`src/rtl/errsync_pkg.sv`:
```
package errsync_pkg;
  localparam int REG_W = 32;
  localparam int A_POS = 31;

  typedef enum logic [1:0] {ST_IDLE, ST_RES, ST_WAIT} seq_t;
  typedef enum logic [1:0] {TGT_NONE, TGT_DSR, TGT_VDSR} tgt_t;
endpackage

```
`src/rtl/errsync_seq.sv`:
```
module errsync_seq
  import errsync_pkg::*;
#(
  parameter int CNT_W = 4
) (
  input  logic             clk,
  input  logic             rst,
  input  logic             go,
  input  logic [CNT_W-1:0] outst,
  output logic             resolve,
  output logic             busy,
  output logic             done
);
  seq_t state;

  always_ff @(posedge clk) begin
    if (rst) begin
      state <= ST_IDLE;
      busy  <= 1'b0;
      done  <= 1'b0;
    end else begin
      done <= 1'b0;
      case (state)
        ST_IDLE: if (go) begin
          state <= ST_RES;
          busy  <= 1'b1;
        end
        ST_RES:  state <= ST_WAIT;
        ST_WAIT: if (outst == '0) begin
          state <= ST_IDLE;
          busy  <= 1'b0;
          done  <= 1'b1;
        end
        default: state <= ST_IDLE;
      endcase
    end
  end

  assign resolve = (state == ST_RES);

  // completion only after the abort-capable count was seen empty
  a_r8_done_after_drain: assert property (@(posedge clk) disable iff (rst)
    done |-> $past(outst == '0));
  // completion is a single pulse
  a_r9_single_done: assert property (@(posedge clk) disable iff (rst)
    done |=> !done);
  // busy drops together with done
  a_r2_busy_ends: assert property (@(posedge clk) disable iff (rst)
    done |-> !busy);
endmodule

```
`src/rtl/errsync_pend.sv`:
```
module errsync_pend #(
  parameter int SYND_W = 24
) (
  input  logic              clk,
  input  logic              rst,
  input  logic              p_raise,
  input  logic [SYND_W-1:0] p_synd_in,
  input  logic              v_raise,
  input  logic              p_mask,
  input  logic              v_mask,
  input  logic              resolve,
  output logic              p_pend,
  output logic              v_pend,
  output logic [SYND_W-1:0] p_synd,
  output logic              p_take,
  output logic              p_defer,
  output logic              v_take,
  output logic              v_defer,
  output logic              p_def_now,
  output logic              v_def_now
);
  logic p_take_now, v_take_now;

  always_comb begin
    p_take_now = resolve && p_pend && !p_mask;
    p_def_now  = resolve && p_pend &&  p_mask;
    // physical request wins; virtual one remains pending
    v_take_now = resolve && v_pend && !v_mask && !p_take_now;
    v_def_now  = resolve && v_pend &&  v_mask;
  end

  always_ff @(posedge clk) begin
    if (rst) begin
      p_pend  <= 1'b0;
      v_pend  <= 1'b0;
      p_synd  <= '0;
      p_take  <= 1'b0;
      p_defer <= 1'b0;
      v_take  <= 1'b0;
      v_defer <= 1'b0;
    end else begin
      if (p_raise) begin
        p_pend <= 1'b1;
        p_synd <= p_synd_in;
      end else if (p_take_now || p_def_now) begin
        p_pend <= 1'b0;
      end
      if (v_raise)                       v_pend <= 1'b1;
      else if (v_take_now || v_def_now)  v_pend <= 1'b0;
      p_take  <= p_take_now;
      p_defer <= p_def_now;
      v_take  <= v_take_now;
      v_defer <= v_def_now;
    end
  end

  // a virtual request that lost to a physical one stays pending
  a_r7_virt_kept: assert property (@(posedge clk) disable iff (rst)
    (p_take && $past(v_pend && !v_mask)) |-> v_pend);
  // a taken physical error no longer pends unless re-raised
  a_r3_take_clears: assert property (@(posedge clk) disable iff (rst)
    (p_take && !$past(p_raise)) |-> !p_pend);
  // a deferred physical error no longer pends unless re-raised
  a_r4_defer_clears: assert property (@(posedge clk) disable iff (rst)
    (p_defer && !$past(p_raise)) |-> !p_pend);
endmodule

```
`src/rtl/errsync_regs.sv`:
```
module errsync_regs
  import errsync_pkg::*;
#(
  parameter int SYND_W  = 24,
  parameter bit HAS_EL2 = 1'b1
) (
  input  logic              clk,
  input  logic              rst,
  input  logic              p_def_now,
  input  logic [SYND_W-1:0] p_def_synd,
  input  logic              v_def_now,
  input  logic [SYND_W-1:0] v_def_synd,
  input  logic [1:0]        cur_el,
  input  logic              nonsec,
  input  logic              route,
  input  logic              rd,
  input  logic              wr,
  input  logic              sel,
  input  logic [REG_W-1:0]  wdata,
  output logic [REG_W-1:0]  rdata,
  output logic              undef
);
  localparam int GAP_W = A_POS - SYND_W;

  logic              dsr_a, vdsr_a;
  logic [SYND_W-1:0] dsr_s, vdsr_s;
  tgt_t              tgt;
  logic              unused_wbits;

  assign unused_wbits = ^wdata[A_POS-1:SYND_W];

  function automatic logic [REG_W-1:0] pack(input logic a, input logic [SYND_W-1:0] s);
    return {a, {GAP_W{1'b0}}, s};
  endfunction

  always_comb begin
    tgt = TGT_NONE;
    if (cur_el != 2'd0) begin
      if (!sel) begin
        if (HAS_EL2 && cur_el == 2'd1 && nonsec && route) tgt = TGT_VDSR;
        else                                             tgt = TGT_DSR;
      end else if (HAS_EL2 && cur_el >= 2'd2) begin
        tgt = TGT_VDSR;
      end
    end
  end

  always_ff @(posedge clk) begin
    if (rst) begin
      dsr_a  <= 1'b0;
      dsr_s  <= '0;
      vdsr_a <= 1'b0;
      vdsr_s <= '0;
      rdata  <= '0;
      undef  <= 1'b0;
    end else begin
      // hardware deferral has priority over a software write in the same cycle
      if (p_def_now) begin
        dsr_a <= 1'b1;
        dsr_s <= p_def_synd;
      end else if (wr && tgt == TGT_DSR) begin
        dsr_a <= wdata[A_POS];
        dsr_s <= wdata[SYND_W-1:0];
      end
      if (v_def_now) begin
        vdsr_a <= 1'b1;
        vdsr_s <= v_def_synd;
      end else if (wr && tgt == TGT_VDSR) begin
        vdsr_a <= wdata[A_POS];
        vdsr_s <= wdata[SYND_W-1:0];
      end
      undef <= (rd || wr) && (tgt == TGT_NONE);
      rdata <= '0;
      if (rd) begin
        case (tgt)
          TGT_DSR:  rdata <= pack(dsr_a, dsr_s);
          TGT_VDSR: rdata <= pack(vdsr_a, vdsr_s);
          default:  rdata <= '0;
        endcase
      end
    end
  end

  // deferral leaves the A bit set
  a_r4_dsr_a_set: assert property (@(posedge clk) disable iff (rst)
    $past(p_def_now) |-> dsr_a);
  // virtual deferral leaves the virtual A bit set
  a_r6_vdsr_a_set: assert property (@(posedge clk) disable iff (rst)
    $past(v_def_now) |-> vdsr_a);
  // any access from EL0 faults one cycle later
  a_r10_el0_faults: assert property (@(posedge clk) disable iff (rst)
    ((rd || wr) && cur_el == 2'd0) |=> undef);
  // the virtual word faults below EL2
  a_r12_vsel_low: assert property (@(posedge clk) disable iff (rst)
    ((rd || wr) && sel && cur_el < 2'd2) |=> undef);
endmodule

```
`src/rtl/errsync_ctrl.sv`:
```
module errsync_ctrl
  import errsync_pkg::*;
#(
  parameter int SYND_W  = 24,
  parameter int CNT_W   = 4,
  parameter bit HAS_EL2 = 1'b1
) (
  input  logic              clk,
  input  logic              rst,
  input  logic              esb_go,
  input  logic              phys_raise,
  input  logic [SYND_W-1:0] phys_syndrome,
  input  logic              virt_raise,
  input  logic [SYND_W-1:0] virt_syndrome,
  input  logic              phys_masked,
  input  logic              virt_masked,
  input  logic [1:0]        cur_el,
  input  logic              nonsecure,
  input  logic              hyp_route,
  input  logic [CNT_W-1:0]  abort_outstanding,
  input  logic              reg_rd,
  input  logic              reg_wr,
  input  logic              reg_sel,
  input  logic [31:0]       reg_wdata,
  output logic [31:0]       reg_rdata,
  output logic              reg_undef,
  output logic              phys_take,
  output logic              phys_defer,
  output logic              virt_take,
  output logic              virt_defer,
  output logic              phys_pending,
  output logic              virt_pending,
  output logic              busy,
  output logic              done
);
  logic              resolve;
  logic              p_def_now, v_def_now;
  logic [SYND_W-1:0] p_synd;

  errsync_seq #(.CNT_W(CNT_W)) u_seq (
    .clk(clk), .rst(rst), .go(esb_go), .outst(abort_outstanding),
    .resolve(resolve), .busy(busy), .done(done)
  );

  errsync_pend #(.SYND_W(SYND_W)) u_pend (
    .clk(clk), .rst(rst),
    .p_raise(phys_raise), .p_synd_in(phys_syndrome), .v_raise(virt_raise),
    .p_mask(phys_masked), .v_mask(virt_masked), .resolve(resolve),
    .p_pend(phys_pending), .v_pend(virt_pending), .p_synd(p_synd),
    .p_take(phys_take), .p_defer(phys_defer),
    .v_take(virt_take), .v_defer(virt_defer),
    .p_def_now(p_def_now), .v_def_now(v_def_now)
  );

  errsync_regs #(.SYND_W(SYND_W), .HAS_EL2(HAS_EL2)) u_regs (
    .clk(clk), .rst(rst),
    .p_def_now(p_def_now), .p_def_synd(p_synd),
    .v_def_now(v_def_now), .v_def_synd(virt_syndrome),
    .cur_el(cur_el), .nonsec(nonsecure), .route(hyp_route),
    .rd(reg_rd), .wr(reg_wr), .sel(reg_sel), .wdata(reg_wdata),
    .rdata(reg_rdata), .undef(reg_undef)
  );

  // outcome strobes only appear inside a barrier
  a_r2_strobe_in_busy: assert property (@(posedge clk) disable iff (rst)
    (phys_take || phys_defer || virt_take || virt_defer) |-> busy);
  // a physical error is either taken or deferred, never both
  a_r4_phys_exclusive: assert property (@(posedge clk) disable iff (rst)
    !(phys_take && phys_defer));
endmodule

```
`config.mk`:
```
export PLATFORM = sky130hd
export DESIGN_NAME = errsync_ctrl
export DESIGN_NICKNAME = d
export VERILOG_FILES = /design/src/rtl/errsync_pkg.sv /design/src/rtl/errsync_seq.sv /design/src/rtl/errsync_pend.sv /design/src/rtl/errsync_regs.sv /design/src/rtl/errsync_ctrl.sv
export SDC_FILE = /design/constraint.sdc
export NUM_CORES = 1
export LEC_CHECK = 0
export BUFFER_PORTS_ARGS = -buffer_cell sky130_fd_sc_hd__buf_2
export CORE_MARGIN = 5
export CORE_UTILIZATION = 55
export CTS_CLUSTER_SIZE = 8
export DETAILED_ROUTE_END_ITERATION = 12
export PLACE_DENSITY_LB_ADDON = 0.12
export SYNTH_ARGS = -nofsm -noshare
export SYNTH_HDL_FRONTEND = slang
export SYNTH_SLANG_ARGS = --single-unit
```
`constraint.sdc`:
```
create_clock -name clk -period 3.3 [get_ports clk]
set_clock_uncertainty 0.1 [all_clocks]
set_input_delay 0.33 -clock clk [delete_from_list [all_inputs] [get_ports clk]]
set_output_delay 0.33 -clock clk [all_outputs]
set_load 0.01 [all_outputs]
```
==> flow_summary.yaml, run 1 <==
synthesis:
  synth_warnings: 0
  synthCells: 497
  synth_seq_cells: 110
  synthesis.area_um2: 4413
  yosysSeqAreaShare_pct: 49.90
  avgSynthCellArea_um2: 8.879
  synth_cell_types: 30
cts:
  htreeDepth: 3
  cts.sinks: 110
  insertion_delay_ps: 370
  cts.path.max_buffers: 2
  cts_resized: 0
  ctsHoldBuffers: 0
  postCtsSetupBuffers: 0
  clk_pin_slew_ps: 100
  clock-root-buffer: "clkbuf_8"
  cts_made_buffers: 9
  cts_tree: "done"
worst_setup_path:
  ff2ff_path_depth: 3
  worstSetupStartpointType: "register"
  r2r-start: "u_seq.state[0]"
  max_stage_delay_ps: 830
  path_max_fanout: 33
  r2r_slack_ps: 990
  cp.buffers_inverters: 1
  worstReg2RegEnd: "u_regs.vdsr_s[4]"
  crit_family: "simple AND/OR/NAND/NOR gates"
  slowest_stage: "nand4b_2"
  cp_cell_sequence: "nand4b_2, buf_4, a311oi_1"
  required_ps: 3470
  worstSetupEndpointType: "register"
  worstSetupPathDepth: 3
  path_class: "register to register"
  cp-startpoint: "u_seq.state[0]"
  crit_end: "u_regs.vdsr_s[4]"
  cp_data_arrival_time_ps: 2470
cells_and_area:
  nFillCells: 692
  regArea_um2: 2202
  fin_nets: 694
  multi_input_area_um2: 1966
  final_cells: 701
  final_area_um2: 5185
  area_growth_pct: 17.49
  drive_gt1_share_pct: 26.25
placement:
  place_inst: 684
  dpl_cell_area_um2: 4980
  dp_hpwl_um: 7548
  place.gp.congestion: 0.8624
  port_buffers: 124
route:
  via_per_inst: 5.622
  detail-route-antenna-nets: 0
  wl_per_cell_um: 16.49
  totalWireLength_um: 11560
  drc: 0
  dr.pass1.iters: 5
  drt_iter0_drc: 293
  vias: 3941
global_routing:
  grt_first_pass_wirelength_um: 18570
  grt_start_max_net_pins: 50
  antenna_found_initial: 3
  grt_usage_pct: 23.05
  grt_pass1_vias: 3676
  grt_overflow_total: 0
pwr:
  p_leak_nw: 2.203
  power_density_nw_per_um2: 484.2
  max-vdd-ir-drop_mv: 0.2736
timing:
  fin_tns_setup_ps: 0
  fmax_ghz: 0.4338
  worst-slew-pin-transition_ps: 1004
  fin_crit_ps: 2305
  slew_viol_final: 0
  period_share_pct: 69.86
  finalSetupViolCount: 0
  rsz0062_at_grt: "no"
  holdWs_ps: 90.87
  slew_headroom_pct: 32.80
  hold_viol_final: 0
outcome:
  status: "complete, no violations"
die:
  dieArea_um2: 9915
  num_rows: 32
  die_y_um: 99.58
  start_util_pct: 56.81
  die_w_um: 99.58
  core-area_um2: 7767
  io_pins: 139
hold_path:
  hold_path.class: "primary input to register"
flow_run:
  maxCapViolations: 0
==> layer usage <==
metal	vias to the layer above	share of wire (%)	global-route usage (%)
met4	6	1.2	6.618
met5	-	0.26	0
met3	16	10	6.031
li1	1929	-	-
met2	162	43	33.26
met1	1828	46	33.83
==> area by class of cell <==
cell class              count  share of cell area, %
repair buffers            132                  13.13
inverters                   1                0.07239
clock buffers               9                  2.389
diodes                      1                0.04826
clock inverters             7                  1.520
multi-input cells         339                  37.91
flip-flops and latches    110                  42.47
well taps                 102                  2.461
==> state kept, by name, indices dropped and copies added (netlist names), 2 cells and up <==
signal         flops
u_pend.p_synd     24
u_regs.dsr_s      24
u_regs.vdsr_s     24
u_regs.rdata      25
u_seq.state        2
==> layout by cell type, fill, tap and decap left out, types with 6 or more instances in the layout <==
cell | netlist | final
mux2i_1 | 26 | 26
buf_4 | 9 | 8
nand3_1 | 48 | 48
nor2_1 | 102 | 102
clkbuf_8 | 0 | 9
dfxtp_1 | 110 | 110
a311oi_1 | 48 | 48
nand2_1 | 51 | 51
a21oi_1 | 6 | 6
buf_2 | 29 | 124
a22oi_1 | 25 | 25
conb_1 | 1 | 7
==> worst reg2reg max path: stages, from the launching register on <==
cell and delay, ps:
dfxtp_1 490, nand4b_2 830, buf_4 530, a311oi_1 260
==> how the worst min path moves through the flow <==
stage	start	slack [ps]	cells after the start	endpoint
6_report	virt_raise	90	3	u_pend.v_pend
3_5_place_dp	u_seq.busy	360	2	u_seq.busy
2_1_floorplan	rst	320	1	u_seq.state[0]
3_3_place_gp	u_seq.busy	360	2	u_seq.busy
5_1_grt	phys_syndrome[17]	90	3	u_pend.p_synd[17]
4_1_cts	virt_raise	80	3	u_pend.v_pend
==> synthesized netlist by cell type (all sizes together) <==
library cell	count	area, um^2
a21oi	6	30.03
nand4b	2	30.03
a22oi	25	187.7
nor3b	3	27.52
mux2i	26	260.3
buf	40	220.2
clkbuf	13	48.80
or4	1	11.26
nand2b	3	18.77
and2	1	6.260
and2b	1	7.510
nand3	48	240.2
a311oi	48	420.4
dfxtp	110	2202
nor2	102	382.9
ha	3	37.54
nand2	53	203.9
inv	1	3.750
or2	1	6.260
nor3	2	10.01
or4b	1	10.01
o21bai	1	7.510
nor4b	1	8.760
o21ai	1	5.000
nand3b	3	22.52
conb	1	3.750
==> report_power, final <==
group          switching, mW  leakage (nW)  internal (mW)
combinational          0.156          1.20          0.110
clock                  0.466         0.105          0.361
sequential            0.0337         0.897           1.38
==> cell families (layout without fill, tap and decap cells) <==
kind of cell | Yosys count | after routing | share of synthesized area [%]
adder cells (fa/ha/maj) | 3 | 3 | 0.8507
buffers and inverters | 54 | 149 | 6.181
AND/OR/NAND/NOR | 222 | 222 | 22.34
AO/OA/AOI/OAI | 81 | 81 | 14.74
flip-flops | 110 | 110 | 49.90
multiplexers | 26 | 26 | 5.897
other | 1 | 8 | 0.08498
==> through the flow <==
| stage | power [mW] | setup WS, ps | util (%) |
|---|---|---|---|
| final | 2.511 | 994.7 | 66.75 |
| after global routing | 2.616 | 862.7 | 66.72 |
| after CTS | 2.522 | 1050 | 66.72 |
| after floorplan | 1.610 | 1208 | - |
| after global placement | 1.702 | 891.0 | 64.11 |
| after detailed placement | 1.709 | 830.5 | 64.11 |
(Power assumes the default switching activity.)
==> run 2, diff against run 1 <==
- CORE_UTILIZATION: 55 -> 46
- clock period: 3.3 -> 2 ns (I/O delays scaled with it)
==> flow_summary.yaml, run 2 (synthesized netlist as in run 1, its figures left out) <==
pwr:
  pwr-share-clk_pct: 34.3
  p_switching_mw: 1.102
  max-vdd-ir-drop_mv: 0.5242
  seqPwrFrac_pct: 52.9
  p_comb_share_pct: 12.8
  power_density_nw_per_um2: 738.0
  swShare_pct: 24.93
  p_leak_nw: 2.549
  p_int_mw: 3.320
placement:
  place.gp.congestion: 0.8088
  dp_slack_ps: -63.59
  dpl_cell_area_um2: 5231
  dp_hpwl_um: 8139
  port_buffers: 124
timing:
  rsz0062_at_grt: "no"
  setup_slack_ps: 306.7
  hold_viol_final: 0
  period_share_pct: 84.67
  finalSetupViolCount: 0
  worst-slew-pin-transition_ps: 752.3
  holdWs_ps: 10.39
  slew_headroom_pct: 49.85
  fmax_ghz: 0.5906
  fin_crit_ps: 1693
  slew_viol_final: 0
cts:
  postCtsSetupBuffers: 0
  insertion_delay_ps: 380
  htreeDepth: 3
  cts.sinks: 110
  cts_tree: "done"
  clock-root-buffer: "clkbuf_8"
  cts_made_buffers: 9
  cts.path.max_buffers: 2
  clk_pin_slew_ps: 110
route:
  wl_per_cell_um: 15.27
  detail-route-antenna-nets: 0
  drc: 0
  drt_iter0_drc: 335
  via_per_inst: 5.230
  dr.pass1.iters: 5
  totalWireLength_um: 12140
  vias: 4158
worst_setup_path:
  worstSetupStartpointType: "register"
  path_max_fanout: 12
  r2r-start: "u_seq.state[0]"
  ff2ff_path_depth: 4
  required_ps: 2150
  worstReg2RegEnd: "u_regs.dsr_s[20]"
  path_class: "register to register"
  worstSetupEndpointType: "register"
  r2r_slack_ps: 310
  cp_data_arrival_time_ps: 1850
global_routing:
  grt_usage_pct: 21.01
  grt_pass1_vias: 4026
  grt_first_pass_wirelength_um: 19710
  antenna_found_initial: 0
  grt_overflow_total: 0
  grt_start_max_net_pins: 51
cells_and_area:
  fin_nets: 761
  area_growth_pct: 35.81
  final_area_um2: 5993
  regMostFlops: "u_regs.rdata"
  drive_gt1_share_pct: 25.71
  nFillCells: 833
  final_common_cell: "buf_2"
  largest_register_ffs: 25
  layout_common_cells: "124 x buf_2, 110 x dfxtp_1, 102 x nor2_1"
hold_path:
  holdPathEnd: "u_regs.vdsr_s[18]"
  worst_hold_path.num_cells: 3
  hold_path.class: "primary input to register"
  worstHoldStart: "virt_syndrome[18]"
flow_run:
  maxCapViolations: 0
die:
  io_pins: 139
  dieArea_um2: 11650
  die_w_um: 107.9
  num_rows: 35
  die_y_um: 107.9
  core-area_um2: 9284
  start_util_pct: 47.53
outcome:
  status: "complete, no violations"
run 2: cell types whose count changed in the layout (fill, tap and decap cells not counted), sizes merged:
cell	change
bufinv	+1
buf	+14
clkinv	-1
inv	-1
clkbuf	+1
dlygate4sd3	+53
run 2: stage by stage:
stage                     util [%]  setup TNS (ps)  power (mW)  instances
final                        64.56               0       4.423        795
after global routing         64.53               0       4.619        794
after CTS                    64.20               0       4.437        791
after detailed placement     56.35          -573.5       2.870        725
after global placement       56.35          -312.5       2.860        725
after floorplan                  -               0       2.656        503
run 2: final cells by class:
| class | count | area (um^2) | area share (%) |
|---|---|---|---|
| Clock inverter | 6 | 91.34 | 1.524 |
| Antenna cell | 1 | 2.502 | 0.04175 |
| Multi-Input combinational cell | 339 | 1966 | 32.80 |
| Timing Repair Buffer | 199 | 1429 | 23.84 |
| Sequential cell | 110 | 2202 | 36.74 |
| Clock buffer | 10 | 137.6 | 2.296 |
| Tap cell | 129 | 161.4 | 2.693 |
| Inverter | 1 | 3.754 | 0.06263 |
run 2: how the worst max path moves through the flow:
stage	from	end	slack, ps	depth (start not counted)
floorplan	cur_el[1]	u_regs.rdata[14]	40	8
global placement	cur_el[1]	u_regs.dsr_s[9]	-20	8
detailed placement	cur_el[1]	u_regs.dsr_s[7]	-60	8
CTS	cur_el[1]	u_regs.dsr_s[7]	330	8
global route	u_seq.state[0]	u_regs.dsr_s[20]	200	4
finish	u_seq.state[0]	u_regs.dsr_s[20]	310	4
run 2: worst max-delay path, cell delays in order, from the launching register on:
cell	delay, ps
dfxtp_1	480
nand4b_2	390
buf_4	320
nor2_1	190
a311oi_1	80
run 2: what timing repair did:
action | 4_1_cts | 5_1_grt
hold buffers | 50 | 3
endpoints found under the hold margin | 41 | 3
resized for setup | 0 | 0
run 2: power groups by stage:
stage                     Combinational (mW)  Sequential (mW)  Clock, mW
after floorplan                        0.280             2.38          0
after global placement                 0.476             2.38          0
after detailed placement               0.482             2.39          0
after CTS                              0.561             2.34       1.54
after global routing                   0.623             2.35       1.64
final                                  0.565             2.34       1.52
run 2: routing by layer:
| layer | share of wire (%) | wire length [um] | GRT usage [%] |
|---|---|---|---|
| met3 | 8.4 | 1019 | 4.299 |
| met5 | 0 | 0 | 0 |
| met1 | 45 | 5510 | 30.44 |
| met2 | 45 | 5422 | 31.31 |
| met4 | 1.6 | 189 | 6.763 |
==> run 3, diff against run 2 <==
- CORE_UTILIZATION: 46 -> 51
- clock period: 2 -> 1.68 ns (I/O delays scaled with it)
==> flow_summary.yaml, run 3 (synthesized netlist as in run 1, its figures left out) <==
placement:
  place.gp.congestion: 0.8109
  place_inst: 714
  dpl_cell_area_um2: 5306
  port_buffers: 124
  dp_slack_ps: -264.2
  dp_hpwl_um: 8171
worst_setup_path:
  cp-startpoint: "cur_el[1]"
  worstSetupStartpointType: "primary input"
  path_max_fanout: 15
  r2r-start: "u_seq.state[1]"
  required_ps: 1840
  path_class: "primary input to register"
  cp_data_arrival_time_ps: 1730
  worstSetupEndpointType: "register"
pwr:
  max-vdd-ir-drop_mv: 0.5071
  p_total_mw: 5.320
  p_leak_nw: 2.640
  power_density_nw_per_um2: 864.7
global_routing:
  antenna_found_initial: 0
  grt_start_max_net_pins: 51
  grt_first_pass_wirelength_um: 20120
  grt_overflow_total: 0
  grt_usage_pct: 23.97
  grt_pass1_vias: 4170
cts:
  postCtsSetupBuffers: 0
  cts_resized: 0
  cts.sinks: 110
  cts_tree: "done"
  htreeDepth: 3
  cts_made_buffers: 9
  clk_pin_slew_ps: 90
  insertion_delay_ps: 350
  cts.path.max_buffers: 2
  ctsHoldBuffers: 60
  clock-root-buffer: "clkbuf_8"
route:
  drc: 0
  via_per_inst: 5.430
  vias: 4290
  detail-route-antenna-nets: 0
  wl_per_cell_um: 16.20
  drt_iter0_drc: 225
  dr.pass1.iters: 5
  totalWireLength_um: 12800
timing:
  fin_crit_ps: 1564
  rsz0062_at_grt: "no"
  fmax_ghz: 0.6394
  period_share_pct: 93.09
  setup_slack_ps: 116.1
  hold_viol_final: 0
  slew_viol_final: 0
  finalSetupViolCount: 0
die:
  die_w_um: 103.0
  die_y_um: 103.0
  start_util_pct: 51.35
  core-area_um2: 8593
  dieArea_um2: 10610
  io_pins: 139
  num_rows: 34
outcome:
  status: "complete, no violations"
flow_run:
  maxCapViolations: 0
cells_and_area:
  largest_register_ffs: 25
  final_cells: 790
  regMostFlops: "u_regs.rdata"
  fin_nets: 780
  final_common_cell: "buf_2"
  layout_common_cells: "124 x buf_2, 110 x dfxtp_1, 102 x nor2_1"
  nFillCells: 670
  drive_gt1_share_pct: 26.98
  insertedDiodeCount: 0
  final_area_um2: 6152
  area_growth_pct: 39.41
hold_path:
  worstHoldStart: "reg_wdata[3]"
  hold_path.class: "primary input to register"
## run 3: changes by cell type in the layout (fill, tap and decap cells not counted), sizes merged
cell / delta
diode: -1
clkinv: -2
inv: -2
buf: +10
bufinv: +1
clkinvlp: +1
dlygate4sd3: +9
## run 3: worst max-delay path, stage by stage
cell and delay, ps:
buf_2 110, or4b_4 530, and2_4 170, ha_4 180
nand2_4 90, buf_12 150, nand2_1 60, a311oi_1 270
## run 3: path summary, 6_finish.rpt
check | end | slack, ps | cells past startpoint
hold reg to reg | u_regs.vdsr_s[2] | 390 | 2
setup / recovery | u_regs.dsr_s[20] | 120 | 8
hold / removal | u_regs.dsr_s[3] | 20 | 3
setup reg to reg | u_regs.vdsr_s[0] | 300 | 4
## run 3: area by class of cell
class | instances | area (um^2) | share of cell area (%)
multi-input combinational | 339 | 2004 | 32.58
clock inverter | 4 | 97.59 | 1.586
timing repair buffer | 218 | 1582 | 25.71
inverter | 1 | 3.754 | 0.06101
sequential | 110 | 2202 | 35.79
clock buffer | 10 | 127.6 | 2.074
tap | 108 | 135.1 | 2.196
## run 3: metal layers
layer	part of all wire (%)	global-route usage (%)	routed length [um]	vias up
li1	-	-	-	2101
met1	44	32.10	5577	2011
met2	49	39.86	6263	163
met3	6.2	4.871	788	15
met4	1.3	5.677	171	0
met5	0	0	0	-
## run 3: stage by stage
step	util, %	TNS [ps]	hold WS (ps)
floorplan	-	-4497	153.8
global placement	61.75	-11610	300.6
detailed placement	61.75	-14230	314.0
CTS	71.36	0	1.341
global route	71.59	0	5.398
finish	71.59	0	17.91
## run 3: where the power goes
| group | switching, mW | leakage, nW | total, mW | internal, mW |
|---|---|---|---|---|
| Combinational | 0.354 | 1.63 | 0.730 | 0.376 |
| Clock | 0.830 | 0.108 | 1.81 | 0.976 |
| Sequential | 0.0664 | 0.897 | 2.78 | 2.72 |
| Total | 1.25 | 2.64 | 5.32 | 4.07 |
